### config.mk
export PLATFORM = sky130hd
export DESIGN_NAME = pc_branch_unit
export DESIGN_NICKNAME = d
export VERILOG_FILES = /design/src/rtl/pcu_pkg.sv /design/src/rtl/pcu_rst_sync.sv /design/src/rtl/pcu_decode.sv /design/src/rtl/pcu_next.sv /design/src/rtl/pcu_pc_reg.sv /design/src/rtl/pc_branch_unit.sv
export SDC_FILE = /design/constraint.sdc
export NUM_CORES = 1
export LEC_CHECK = 0
export ABC_AREA = 0
export ABC_CLOCK_PERIOD_IN_PS = 1800
export BUFFER_PORTS_ARGS = -buffer_cell sky130_fd_sc_hd__buf_2
export CAP_MARGIN = 20
export CORE_MARGIN = 2
export CORE_UTILIZATION = 55
export CTS_BUF_LIST = sky130_fd_sc_hd__clkbuf_4
export DETAILED_ROUTE_END_ITERATION = 8
export GPL_TIMING_DRIVEN = 0
export PLACE_DENSITY_LB_ADDON = 0.05
export RECOVER_POWER = 100
export SETUP_SLACK_MARGIN = 0.15
export SYNTH_ARGS = -nofsm -noshare
export SYNTH_HDL_FRONTEND = slang
export SYNTH_SLANG_ARGS = --single-unit
### constraint.sdc
create_clock -name clk -period 1.8 [get_ports clk]
set_clock_uncertainty 0.05 [all_clocks]
set_input_delay 0.27 -clock clk [delete_from_list [all_inputs] [get_ports clk]]
set_output_delay 0.27 -clock clk [all_outputs]
set_load 0.005 [all_outputs]
### src/rtl/pcu_pkg.sv
package pcu_pkg;

  typedef enum logic [1:0] {
    K_SEQ = 2'd0,
    K_BRZ = 2'd1,
    K_BRN = 2'd2,
    K_JMP = 2'd3
  } kind_e;

  localparam int          OPC_W   = 7;
  localparam logic [6:0]  OPC_BRZ = 7'b1100000;
  localparam logic [6:0]  OPC_BRN = 7'b1100001;
  localparam logic [6:0]  OPC_JMP = 7'b1110000;

endpackage

### src/rtl/pcu_rst_sync.sv
module pcu_rst_sync #(
  parameter int STAGES = 2
) (
  input  logic clk,
  input  logic rst_ni,
  output logic rst_no
);

  logic [STAGES-1:0] chain_q;

  generate
    for (genvar i = 0; i < STAGES; i++) begin : g_stage
      if (i == 0) begin : g_first
        always_ff @(posedge clk or negedge rst_ni) begin
          if (!rst_ni) chain_q[i] <= 1'b0;
          else         chain_q[i] <= 1'b1;
        end
      end else begin : g_rest
        always_ff @(posedge clk or negedge rst_ni) begin
          if (!rst_ni) chain_q[i] <= 1'b0;
          else         chain_q[i] <= chain_q[i-1];
        end
      end
    end
  endgenerate

  assign rst_no = chain_q[STAGES-1];

endmodule

### src/rtl/pcu_decode.sv
module pcu_decode
  import pcu_pkg::*;
#(
  parameter int FLD_W  = 3,
  parameter int ADDR_W = 16
) (
  input  logic [OPC_W-1:0]  opc_i,
  input  logic [FLD_W-1:0]  hi_fld_i,
  input  logic [FLD_W-1:0]  lo_fld_i,
  output kind_e             kind_o,
  output logic [ADDR_W-1:0] off_o
);

  localparam int OFF_W = 2 * FLD_W;
  localparam int EXT_W = ADDR_W - OFF_W;

  logic [OFF_W-1:0] raw_off;

  always_comb begin
    unique case (opc_i)
      OPC_BRZ: kind_o = K_BRZ;
      OPC_BRN: kind_o = K_BRN;
      OPC_JMP: kind_o = K_JMP;
      default: kind_o = K_SEQ;
    endcase
  end

  assign raw_off = {hi_fld_i, lo_fld_i};
  assign off_o   = {{EXT_W{raw_off[OFF_W-1]}}, raw_off};

endmodule

### src/rtl/pcu_next.sv
module pcu_next
  import pcu_pkg::*;
#(
  parameter int ADDR_W = 16
) (
  input  logic [ADDR_W-1:0] pc_i,
  input  logic [ADDR_W-1:0] src_i,
  input  kind_e             kind_i,
  input  logic [ADDR_W-1:0] off_i,
  output logic [ADDR_W-1:0] nxt_o
);

  localparam logic [ADDR_W-1:0] ONE = ADDR_W'(1);

  logic src_zero;
  logic src_neg;
  logic take_rel;

  assign src_zero = (src_i == '0);
  assign src_neg  = src_i[ADDR_W-1];

  always_comb begin
    take_rel = 1'b0;
    case (kind_i)
      K_BRZ:   take_rel = src_zero;
      K_BRN:   take_rel = src_neg;
      default: take_rel = 1'b0;
    endcase
  end

  always_comb begin
    if (kind_i == K_JMP) nxt_o = src_i;
    else if (take_rel)   nxt_o = pc_i + off_i;
    else                 nxt_o = pc_i + ONE;
  end

endmodule

### src/rtl/pcu_pc_reg.sv
module pcu_pc_reg #(
  parameter int ADDR_W = 16
) (
  input  logic              clk,
  input  logic              rst_n,
  input  logic              en_i,
  input  logic [ADDR_W-1:0] nxt_i,
  output logic [ADDR_W-1:0] pc_o
);

  logic [ADDR_W-1:0] pc_q;
  logic [ADDR_W-1:0] pc_d;

  always_comb begin
    pc_d = pc_q;
    if (en_i) pc_d = nxt_i;
  end

  always_ff @(posedge clk or negedge rst_n) begin
    if (!rst_n) pc_q <= '0;
    else        pc_q <= pc_d;
  end

  assign pc_o = pc_q;

  always @(posedge clk) begin
    if (!rst_n) p_reset_zero_r1: assert (pc_q == '0);
  end

  p_hold_r2: assert property (@(posedge clk) disable iff (!rst_n)
    !en_i |=> $stable(pc_q));

endmodule

### src/rtl/pc_branch_unit.sv
module pc_branch_unit
  import pcu_pkg::*;
#(
  parameter int ADDR_W      = 16,
  parameter int FLD_W       = 3,
  parameter int SYNC_STAGES = 2
) (
  input  logic              clk,
  input  logic              rst_n,
  input  logic [6:0]        opc_i,
  input  logic [FLD_W-1:0]  dst_fld_i,
  input  logic [FLD_W-1:0]  srcb_fld_i,
  input  logic [ADDR_W-1:0] src_val_i,
  input  logic              done_i,
  output logic [ADDR_W-1:0] pc_o
);

  localparam int OFF_W = 2 * FLD_W;

  logic              rst_sync_n;
  kind_e             kind;
  logic [ADDR_W-1:0] off;
  logic [ADDR_W-1:0] nxt;

  pcu_rst_sync #(.STAGES(SYNC_STAGES)) u_rst (
    .clk    (clk),
    .rst_ni (rst_n),
    .rst_no (rst_sync_n)
  );

  pcu_decode #(.FLD_W(FLD_W), .ADDR_W(ADDR_W)) u_dec (
    .opc_i    (opc_i),
    .hi_fld_i (dst_fld_i),
    .lo_fld_i (srcb_fld_i),
    .kind_o   (kind),
    .off_o    (off)
  );

  pcu_next #(.ADDR_W(ADDR_W)) u_nxt (
    .pc_i   (pc_o),
    .src_i  (src_val_i),
    .kind_i (kind),
    .off_i  (off),
    .nxt_o  (nxt)
  );

  pcu_pc_reg #(.ADDR_W(ADDR_W)) u_pc (
    .clk   (clk),
    .rst_n (rst_sync_n),
    .en_i  (done_i),
    .nxt_i (nxt),
    .pc_o  (pc_o)
  );

  logic [OFF_W-1:0]  chk_ad;
  logic [ADDR_W-1:0] chk_sext;
  assign chk_ad   = {dst_fld_i, srcb_fld_i};
  assign chk_sext = ADDR_W'($signed(chk_ad));

  p_seq_r3: assert property (@(posedge clk) disable iff (!rst_sync_n)
    (done_i && opc_i != OPC_BRZ && opc_i != OPC_BRN && opc_i != OPC_JMP)
      |=> pc_o == $past(pc_o) + ADDR_W'(1));

  p_brz_take_r4: assert property (@(posedge clk) disable iff (!rst_sync_n)
    (done_i && opc_i == OPC_BRZ && src_val_i == '0)
      |=> pc_o == $past(pc_o) + $past(chk_sext));

  p_brz_skip_r5: assert property (@(posedge clk) disable iff (!rst_sync_n)
    (done_i && opc_i == OPC_BRZ && src_val_i != '0)
      |=> pc_o == $past(pc_o) + ADDR_W'(1));

  p_brn_r6: assert property (@(posedge clk) disable iff (!rst_sync_n)
    (done_i && opc_i == OPC_BRN)
      |=> pc_o == ($past(src_val_i[ADDR_W-1]) ? $past(pc_o) + $past(chk_sext)
                                               : $past(pc_o) + ADDR_W'(1)));

  p_jump_r7: assert property (@(posedge clk) disable iff (!rst_sync_n)
    (done_i && opc_i == OPC_JMP) |=> pc_o == $past(src_val_i));

endmodule

==> run_results.csv, run 1 <==
group,metric,value,unit
drt,detail_route.wl_per_cell,15.9,um
worst_setup_path,cpPeakStageDelay,0.38,ns
drt,drt_pass1_iterations,4,
drt,drt_drc_violations_left,0,
final_layout,syn_to_final_growth,38.0,%
final_layout,antennaDiodeCount,0,
final_layout,finish.utilization,0.799,
hold_path,min_from,"src_val_i[10]",
sta,setup_ws,-1.61,ns
synthesis,netlist.area_leader.share,0.282,
worst_setup_path,critical_path_class,"in -> reg",
drt,drt_wl_total,4540,um
floorplanning,rows,19,
sta,worst_slew_pin_slew,0.685,ns
floorplanning,die-width,57.9,um
hold_path,min_path_type,"in -> reg",
sta,hold_ws,0.176,ns
sta,period_needed,3.41,ns
sta,setup_viol,16,
synthesis,yosys_register_bits,18,
final_layout,regArea,450,um^2
hold_path,holdPathStages,3,
synthesis,async_flop_share,1.00,
synthesis,synth.top_cells.by_area,"dfrtp_1 28%, ha_1 14%, a21oi_1 7.8%",
clock_tree,cts_buffers,3,
placed_design,io_buffers,47,
floorplanning,start_util,0.579,
clock_tree,worstSkewPairLatency,0.30,ns
outcome,status,"finished, violations left",
floorplanning,die_h,57.9,um
worst_setup_path,arrival,3.59,ns
synthesis,synth.most_common_cell,"a21oi_1",
drt,ant_nets,0,
clock_tree,tritoncts,"done",
global_route,grt_pass1_wl,7580,um
drt,vias_per_cell,5.90,
final_layout,stdcell_count,285,
final_layout,drive_gt1_frac,0.366,
drt,dr.first_iter.drc_count,126,
worst_setup_path,crit_fanout,3,
synthesis,synthCells,190,
synthesis,synth_fp_nets,241,
worst_setup_path,start_kind,"input pin",
worst_setup_path,slowest_stage,"or3_4",
synthesis,yosysWarnings,0,
synthesis,avgSynthCellArea,8.40,um^2
worst_setup_path,end_kind,"flop",
placed_design,place_inst,268,
hold_path,hold_end,"u_pc.pc_o[10]$_DFFE_PN0P_",
global_route,grt.overflow.total,0,
worst_setup_path,reg2reg_depth,8,
clock_tree,cts.sinks,18,
sta,hold_viol_final,0,
global_route,grt_max_degree,17,
clock_tree,h-tree-depth,1,
sta,slew_violations,0,
clock_tree,cts-root-buf,"clkbuf_4",
placed_design,globalplace.congestion,0.923,
floorplanning,core,0.00276,mm^2
synthesis,synthFlopType,"dfrtp_1",
final_layout,multi_input_area,0.00127,mm^2
worst_setup_path,critPathLaunch,"opc_i[2]",
global_route,grt_pass1_vias,1770,
sta,tns,-22.20,ns
worst_setup_path,r2r_start,"u_pc.pc_o[1]$_DFFE_PN0P_",
placed_design,place_hpwl,3220,um
power,powerDensity,835,mW/mm^2
clock_tree,cts_buffer_depth,2,
sta,fmax,293,MHz
global_route,antenna_found_initial,0,
outcome,violations,"negative setup slack",
worst_setup_path,crit_chain,"buf_6 -> nor4b_4 -> nand2_1 -> or2_4 -> inv_4 -> ha_4 -> nor4b_4 -> nand4_1 -> o21a_2 -> or3_4 -> ha_4 -> inv_2 -> fa_2 -> inv_2 -> a21oi_2 -> o21ai_2 -> a41o_1 -> a311oi_2 -> nand4b_1 -> o211ai_1",
clock_tree,path_clk_slew,0.11,ns
global_route,grt.total_usage,0.291,
drt,vias,1682,
floorplanning,dieArea,0.00335,mm^2
synthesis,netlist_area,0.00160,mm^2
sta,layout_worst_path_cycle_share,1.89,
synthesis,synth_area_leader_cell,"dfrtp_1",
sta,relSlewSlack,0.543,
synthesis,synth_commonest_cells,"25 x a21oi_1, 18 x dfrtp_1, 18 x ha_1, 18 x nor2_1, 12 x nand2_1",
power,p_leak,1.03,nW
final_layout,fillers,190,
power,peakVddDrop,0.714,mV
synthesis,ys_types,42,
run,drv_cap,0,
floorplanning,io_pins,48,
final_layout,nNetsFinal,306,
synthesis,ys_seq_area_frac,0.282,
worst_setup_path,regToRegSetupSlack,-0.28,ns
synthesis,synth_edf_count,0,
worst_setup_path,required,1.98,ns
sta,rsz0062_at_grt,"true",
worst_setup_path,r2r-end,"u_pc.pc_o[15]$_DFFE_PN0P_",
## state kept, by name (all words and copies together) (netlist names)
| name | cells |
|---|---|
| u_pc.pc_o | 16 |
| u_rst.chain_q | 1 |
| u_rst.rst_no | 1 |
## how the worst max path moves through the flow
stage,depth (start not counted),end,slack [ns]
3_3_place_gp,18,u_pc.pc_o[14]$_DFFE_PN0P_,-2.12
2_1_floorplan,17,u_pc.pc_o[14]$_DFFE_PN0P_,-1.62
3_5_place_dp,18,u_pc.pc_o[14]$_DFFE_PN0P_,-2.29
4_1_cts,20,u_pc.pc_o[14]$_DFFE_PN0P_,-1.60
6_report,20,u_pc.pc_o[14]$_DFFE_PN0P_,-1.61
5_1_grt,20,u_pc.pc_o[14]$_DFFE_PN0P_,-1.81
## kinds of logic after synthesis
group / Yosys count / share of synthesized area
flops: 18 / 0.282
buf+inv: 15 / 0.0353
other cells: 1 / 0.00235
compound gates: 56 / 0.211
xor+xnor: 13 / 0.0713
mux: 4 / 0.0251
fa+ha+maj: 19 / 0.154
simple gates: 64 / 0.219
## power by group
group          switching, mW  internal (mW)
combinational          0.516          0.474
clock                  0.136         0.0808
sequential             0.122          0.512
## metrics by stage
stage | setup WS (ns) | area [um^2] | power (mW)
2_1_floorplan | -1.62 | 1680 | 1.21
3_3_place_gp | -2.12 | 1950 | 1.45
3_5_place_dp | -2.29 | 1950 | 1.48
4_1_cts | -1.60 | 2200 | 1.81
5_1_grt | -1.81 | 2200 | 1.97
6_report | -1.61 | 2200 | 1.84
## cell usage in the layout, fill, tap and decap left out, types with 5 or more instances in the layout
master and instances:
dfrtp_1 18, clkbuf_1 7, buf_2 41, xor2_1 10, and2_1 5, ha_4 7, a31oi_1 8, nand3_1 5
a21oi_2 6, buf_4 9, ha_1 10, inv_1 5, a21o_1 5, nand2_1 11, buf_6 5, nor2b_1 6
nor2_1 16, a21oi_1 19
## layer usage
layer	share of wire	routed length (um)	vias to the layer above	track usage
met5	0	0	-	0
met4	0.031	142	0	0.133
met3	0.062	280	18	0.0357
met2	0.50	2280	80	0.506
met1	0.41	1840	778	0.357
li1	-	-	806	-
## area by class of cell
cell class              instances  area share
clock buffers                   3      0.0102
plain buffers                   6      0.0102
flip-flops and latches         18       0.204
clock inverters                 1     0.00170
inverters                       9      0.0165
multi-input cells             157       0.579
repair buffers                 60       0.161
well taps                      31      0.0176
## timing repair
item | 4_1_cts | 5_1_grt
buffers inserted | 12 | 0
pin swaps | 30 | 7
endpoints found under the hold margin | 2 | 0
gates resized for setup | 26 | 3
setup endpoints to repair | 16 | 16
hold buffers | 1 | 0
## worst max-delay path: cells and delay by family
kind	cells	cell delay, ns
AND/OR/NAND/NOR	7	1.45
AO/OA/AOI/OAI	6	1.13
adder cells (fa/ha/maj)	3	0.50
buffers and inverters	4	0.25
Note: power is estimated with default switching activity, not from simulation.
==> inputs of run 2 (changes only) <==
- CORE_ASPECT_RATIO: default -> 0.75
==> run_results.csv, run 2 (same netlist as run 1, synthesis figures left out) <==
group,metric,value,unit
floorplanning,start_util,0.595,
clock_tree,cts_buffers,3,
worst_setup_path,r2r-end,"u_pc.pc_o[10]$_DFFE_PN0P_",
power,p_leak,1.07,nW
floorplanning,die-width,66.2,um
sta,hold_ws,0.165,ns
global_route,grt.total_usage,0.319,
placed_design,io_buffers,47,
global_route,grt.overflow.total,0,
clock_tree,cts_buffer_depth,2,
sta,relSlewSlack,0.526,
worst_setup_path,slowest_stage,"or3_4",
final_layout,stdcell_count,295,
floorplanning,dieArea,0.00335,mm^2
floorplanning,die_h,50.7,um
sta,rsz0062_at_grt,"true",
power,powerDensity,856,mW/mm^2
power,p_total,2.04,mW
worst_setup_path,required,1.96,ns
sta,tns,-23.58,ns
sta,layout_worst_path_cycle_share,1.97,
drt,ant_nets,0,
run,drv_cap,0,
worst_setup_path,critPathLaunch,"opc_i[3]",
clock_tree,cts-root-buf,"clkbuf_4",
drt,drt_wl_total,5920,um
floorplanning,core,0.00268,mm^2
final_layout,fillers,127,
worst_setup_path,worst-path-buf-inv,5,
worst_setup_path,crit_path_end,"u_pc.pc_o[10]$_DFFE_PN0P_",
sta,setup_ws,-1.75,ns
outcome,violations,"negative setup slack",
placed_design,globalplace.congestion,0.873,
drt,drt_pass1_iterations,4,
worst_setup_path,start_kind,"input pin",
sta,hold_viol_final,0,
drt,vias,1899,
clock_tree,worstSkewPairLatency,0.32,ns
floorplanning,rows,16,
final_layout,largest_reg_flops,16,
final_layout,nNetsFinal,311,
clock_tree,path_clk_slew,0.12,ns
sta,setup_viol,16,
placed_design,place_hpwl,3370,um
clock_tree,cts.sinks,18,
sta,period_needed,3.55,ns
clock_tree,tritoncts,"done",
worst_setup_path,regToRegSetupSlack,-0.49,ns
global_route,antenna_found_initial,0,
worst_setup_path,r2r_start,"u_pc.pc_o[0]$_DFFE_PN0P_",
drt,dr.first_iter.drc_count,190,
drt,drt_drc_violations_left,0,
clock_tree,h-tree-depth,1,
worst_setup_path,arrival,3.72,ns
final_layout,final_common_cell,"buf_2",
outcome,status,"finished, violations left",
worst_setup_path,critical-path-top-delay-family,"simple AND/OR/NAND/NOR gates",
global_route,grt_pass1_vias,1666,
drt,detail_route.wl_per_cell,20.1,um
worst_setup_path,crit_cells,21,
final_layout,drive_gt1_frac,0.444,
floorplanning,io_pins,48,
final_layout,mostFrequentLayoutCells,"39 x buf_2, 18 x dfrtp_1, 16 x nor2_1, 14 x a21oi_1, 13 x buf_4",
global_route,grt_max_degree,17,
worst_setup_path,critical_path_class,"in -> reg",
power,peakVddDrop,0.790,mV
final_layout,syn_to_final_growth,49.6,%
placed_design,place_worst_setup_slack,-2.26,ns
global_route,grt_pass1_wl,8000,um
hold_path,min_path_type,"in -> reg",
worst_setup_path,crit_fanout,3,
placed_design,place_inst,273,
worst_setup_path,end_kind,"flop",
sta,worst_slew_pin_slew,0.711,ns
worst_setup_path,cpPeakStageDelay,0.35,ns
final_layout,antennaDiodeCount,0,
drt,vias_per_cell,6.44,
worst_setup_path,reg2reg_depth,11,
sta,fmax,282,MHz
sta,slew_violations,0,
worst_setup_path,crit_chain,"buf_8 -> nor4b_4 -> nand2_1 -> or2_4 -> inv_4 -> ha_4 -> nor4b_4 -> nand4_1 -> o21a_2 -> or3_4 -> ha_4 -> inv_2 -> fa_2 -> inv_2 -> a21oi_2 -> o21ai_2 -> a41o_1 -> buf_4 -> a21oi_2 -> xor2_1 -> o21ai_1",
[run 2: layout make-up]
class                   count  area (um^2)  area share
multi-input cells         157         1410       0.589
plain buffers               6         22.5     0.00943
flip-flops and latches     18          450       0.189
repair buffers             65          400       0.168
clock inverters             1         3.75     0.00157
inverters                   9         36.3      0.0152
well taps                  36         45.0      0.0189
clock buffers               3         22.5     0.00943
[run 2: worst min-delay path by stage]
stage | startpoint | end | slack, ns | depth (start not counted)
after CTS | src_val_i[13] | u_pc.pc_o[13]$_DFFE_PN0P_ | 0.15 | 3
after global routing | src_val_i[10] | u_pc.pc_o[10]$_DFFE_PN0P_ | 0.17 | 3
final | src_val_i[10] | u_pc.pc_o[10]$_DFFE_PN0P_ | 0.16 | 3
after floorplan | rst_n | u_rst.chain_q[0]$_DFF_PN0_ | -0.08 | 0
after global placement | rst_n | u_rst.rst_no$_DFF_PN0_ | 0.003 | 1
after detailed placement | rst_n | u_rst.chain_q[0]$_DFF_PN0_ | 0.006 | 1
[run 2: where the power goes]
group          total, mW  switching, mW  leakage (nW)  internal (mW)
registers          0.642          0.130         0.209          0.512
clock network      0.226          0.145        0.0154         0.0812
logic               1.18          0.633         0.850          0.544
total               2.04          0.908          1.07           1.14
[run 2: what timing repair did]
action                                 CTS  global route
setup buffers                            8             9
pin swaps                               25            28
resized for setup                       30            32
setup endpoints to repair               16            16
endpoints found under the hold margin    2             0
hold buffers                             1             0
[run 2: tightest hold or removal path, delay by kind of cell]
family	cells	cell delay, ns
AO/OA/AOI/OAI	2	0.14
buffers and inverters	1	0.10
[run 2: routing by layer]
| layer | part of all wire | vias up | track usage | wire length [um] |
|---|---|---|---|---|
| li1 | - | 821 | - | - |
| met1 | 0.40 | 910 | 0.437 | 2380 |
| met2 | 0.48 | 133 | 0.510 | 2820 |
| met3 | 0.076 | 35 | 0.0628 | 453 |
| met4 | 0.045 | 0 | 0.0918 | 269 |
| met5 | 0 | - | 0 | 0 |
[run 2: per-stage QoR]
step                      instance area (um^2)  utilization
final                                     2390        0.890
after CTS                                 2190        0.815
after global routing                      2390        0.890
after global placement                    1960        0.730
after floorplan                           1680            -
after detailed placement                  1960        0.730
==> inputs of run 3 (changes only) <==
- CAP_MARGIN: 20 -> 10
- CTS_BUF_LIST: sky130_fd_sc_hd__clkbuf_4 -> default
==> run_results.csv, run 3 (same netlist as run 1, synthesis figures left out) <==
group,metric,value,unit
worst_setup_path,critPathLaunch,"opc_i[3]",
clock_tree,path_clk_slew,0.08,ns
final_layout,multi_input_area,0.00137,mm^2
global_route,grt_pass1_vias,1716,
clock_tree,cts_buffer_depth,2,
sta,slew_violations,0,
drt,vias,1938,
final_layout,regArea,450,um^2
clock_tree,cts_buffers,3,
worst_setup_path,cpPeakStageDelay,0.30,ns
outcome,status,"finished, violations left",
placed_design,place_inst,273,
worst_setup_path,arrival,3.81,ns
drt,vias_per_cell,6.61,
global_route,grt.total_usage,0.324,
worst_setup_path,required,1.90,ns
worst_setup_path,slowest_stage,"o21a_2",
floorplanning,die_h,50.7,um
global_route,grt_max_degree,17,
worst_setup_path,start_kind,"input pin",
worst_setup_path,crit_chain,"buf_8 -> nor4b_4 -> nand2_1 -> or2_4 -> inv_4 -> ha_4 -> nor4b_4 -> nand4_1 -> o21a_2 -> nor3b_4 -> buf_4 -> buf_6 -> ha_1 -> nand2_2 -> nor3_2 -> o21ai_4 -> a31oi_1 -> or3_4 -> a21oi_2 -> nand3b_1",
worst_setup_path,critical_path_class,"in -> reg",
sta,worst_slew_pin_slew,0.738,ns
sta,hold_viol_final,0,
power,p_leak,1.07,nW
hold_path,min_path_type,"in -> reg",
global_route,grt_pass1_wl,8120,um
drt,drt_pass1_iterations,6,
floorplanning,core,0.00268,mm^2
clock_tree,cts-root-buf,"clkbuf_8",
placed_design,globalplace.congestion,0.873,
worst_setup_path,end_kind,"flop",
final_layout,stdcell_count,293,
final_layout,syn_to_final_growth,47.7,%
drt,detail_route.wl_per_cell,21.9,um
clock_tree,h-tree-depth,1,
sta,fmax,269,MHz
worst_setup_path,crit_fanout,5,
clock_tree,cts.sinks,18,
sta,rsz0062_at_grt,"true",
worst_setup_path,r2r_start,"u_pc.pc_o[10]$_DFFE_PN0P_",
floorplanning,dieArea,0.00335,mm^2
final_layout,final_common_cell,"buf_2",
placed_design,place_hpwl,3370,um
clock_tree,worstSkewPairLatency,0.27,ns
final_layout,finish.utilization,0.879,
final_layout,drive_gt1_frac,0.432,
drt,drt_wl_total,6410,um
sta,period_needed,3.72,ns
hold_path,min_from,"src_val_i[13]",
sta,setup_ws,-1.92,ns
run,drv_cap,0,
floorplanning,rows,16,
global_route,grt.overflow.total,0,
final_layout,nNetsFinal,309,
final_layout,largest_reg_flops,16,
final_layout,mostFrequentLayoutCells,"39 x buf_2, 18 x dfrtp_1, 16 x nor2_1, 13 x a21oi_1, 13 x buf_4",
global_route,antenna_found_initial,0,
outcome,violations,"negative setup slack",
sta,setup_viol,16,
power,powerDensity,902,mW/mm^2
placed_design,io_buffers,47,
final_layout,antennaDiodeCount,0,
sta,layout_worst_path_cycle_share,2.07,
drt,dr.first_iter.drc_count,229,
clock_tree,tritoncts,"done",
power,peakVddDrop,0.727,mV
drt,drt_drc_violations_left,0,
drt,ant_nets,0,
worst_setup_path,crit_top_cell,"nor4b_4",
floorplanning,io_pins,48,
floorplanning,die-width,66.2,um
sta,relSlewSlack,0.508,
final_layout,fillers,143,
floorplanning,start_util,0.595,
run 3: changes by cell type in the layout (fill, tap and decap cells not counted), moves of 2 or more:
cell      change
ha_4          -2
nand2_2       -2
nand2_1       +2
clkbuf_4      -3
clkbuf_8      +4
ha_1          +2
run 3: layout make-up:
| type | instances | share of cell area |
|---|---|---|
| clock buffer | 4 | 0.0233 |
| buffer | 6 | 0.00955 |
| inverter | 9 | 0.0164 |
| sequential | 18 | 0.191 |
| timing repair buffer | 63 | 0.159 |
| multi-input combinational | 157 | 0.582 |
| tap | 36 | 0.0191 |
run 3: metal layers:
layer | track usage | share of wire | vias up
met1 | 0.427 | 0.37 | 901
met4 | 0.102 | 0.057 | 0
met3 | 0.0583 | 0.095 | 53
li1 | - | - | 817
met2 | 0.537 | 0.47 | 167
met5 | 0 | 0 | -
run 3: final timing paths:
path / depth (start not counted) / slack (ns) / to
setup / recovery: 20 / -1.92 / u_pc.pc_o[15]$_DFFE_PN0P_
hold / removal: 3 / 0.22 / u_pc.pc_o[13]$_DFFE_PN0P_
setup reg to reg: 8 / -0.46 / u_pc.pc_o[14]$_DFFE_PN0P_
hold reg to reg: 0 / 0.25 / u_pc.pc_o[10]$_DFFE_PN0P_
max in group asynchronous: 0 / 0.98 / u_pc.pc_o[4]$_DFFE_PN0P_
min in group asynchronous: 0 / 0.25 / u_pc.pc_o[10]$_DFFE_PN0P_
run 3: critical path: cells and delay by family:
family	cells	cell delay, ns
fa+ha+maj	2	0.38
compound gates	4	0.74
simple gates	10	1.95
buf+inv	4	0.46
run 3: metrics by stage:
stage	setup WS [ns]	hold slack [ns]	total power, mW	area [um^2]	TNS, ns
2_1_floorplan	-1.62	-0.0756	1.21	1680	-20.66
3_3_place_gp	-2.15	0.00348	1.46	1960	-27.80
3_5_place_dp	-2.26	0.00565	1.49	1960	-29.47
4_1_cts	-1.64	0.205	1.93	2210	-22.71
5_1_grt	-2.04	0.227	2.23	2360	-27.94
6_report	-1.92	0.219	2.13	2360	-26.05
run 3: report_power, final:
group	internal, mW	total [mW]	leakage (nW)	switching [mW]
Sequential	0.513	0.635	0.209	0.122
Combinational	0.509	1.14	0.837	0.629
Clock	0.195	0.354	0.0288	0.159
Total	1.22	2.13	1.07	0.910
run 3: repair_timing:
item / 4_1_cts / 5_1_grt
hold buffers: 1 / 0
cloned: 0 / 0
resized for setup: 30 / 23
buffers inserted: 8 / 7
endpoints found under the hold margin: 2 / 0
pin swaps: 20 / 25
endpoints found under the setup margin: 16 / 16
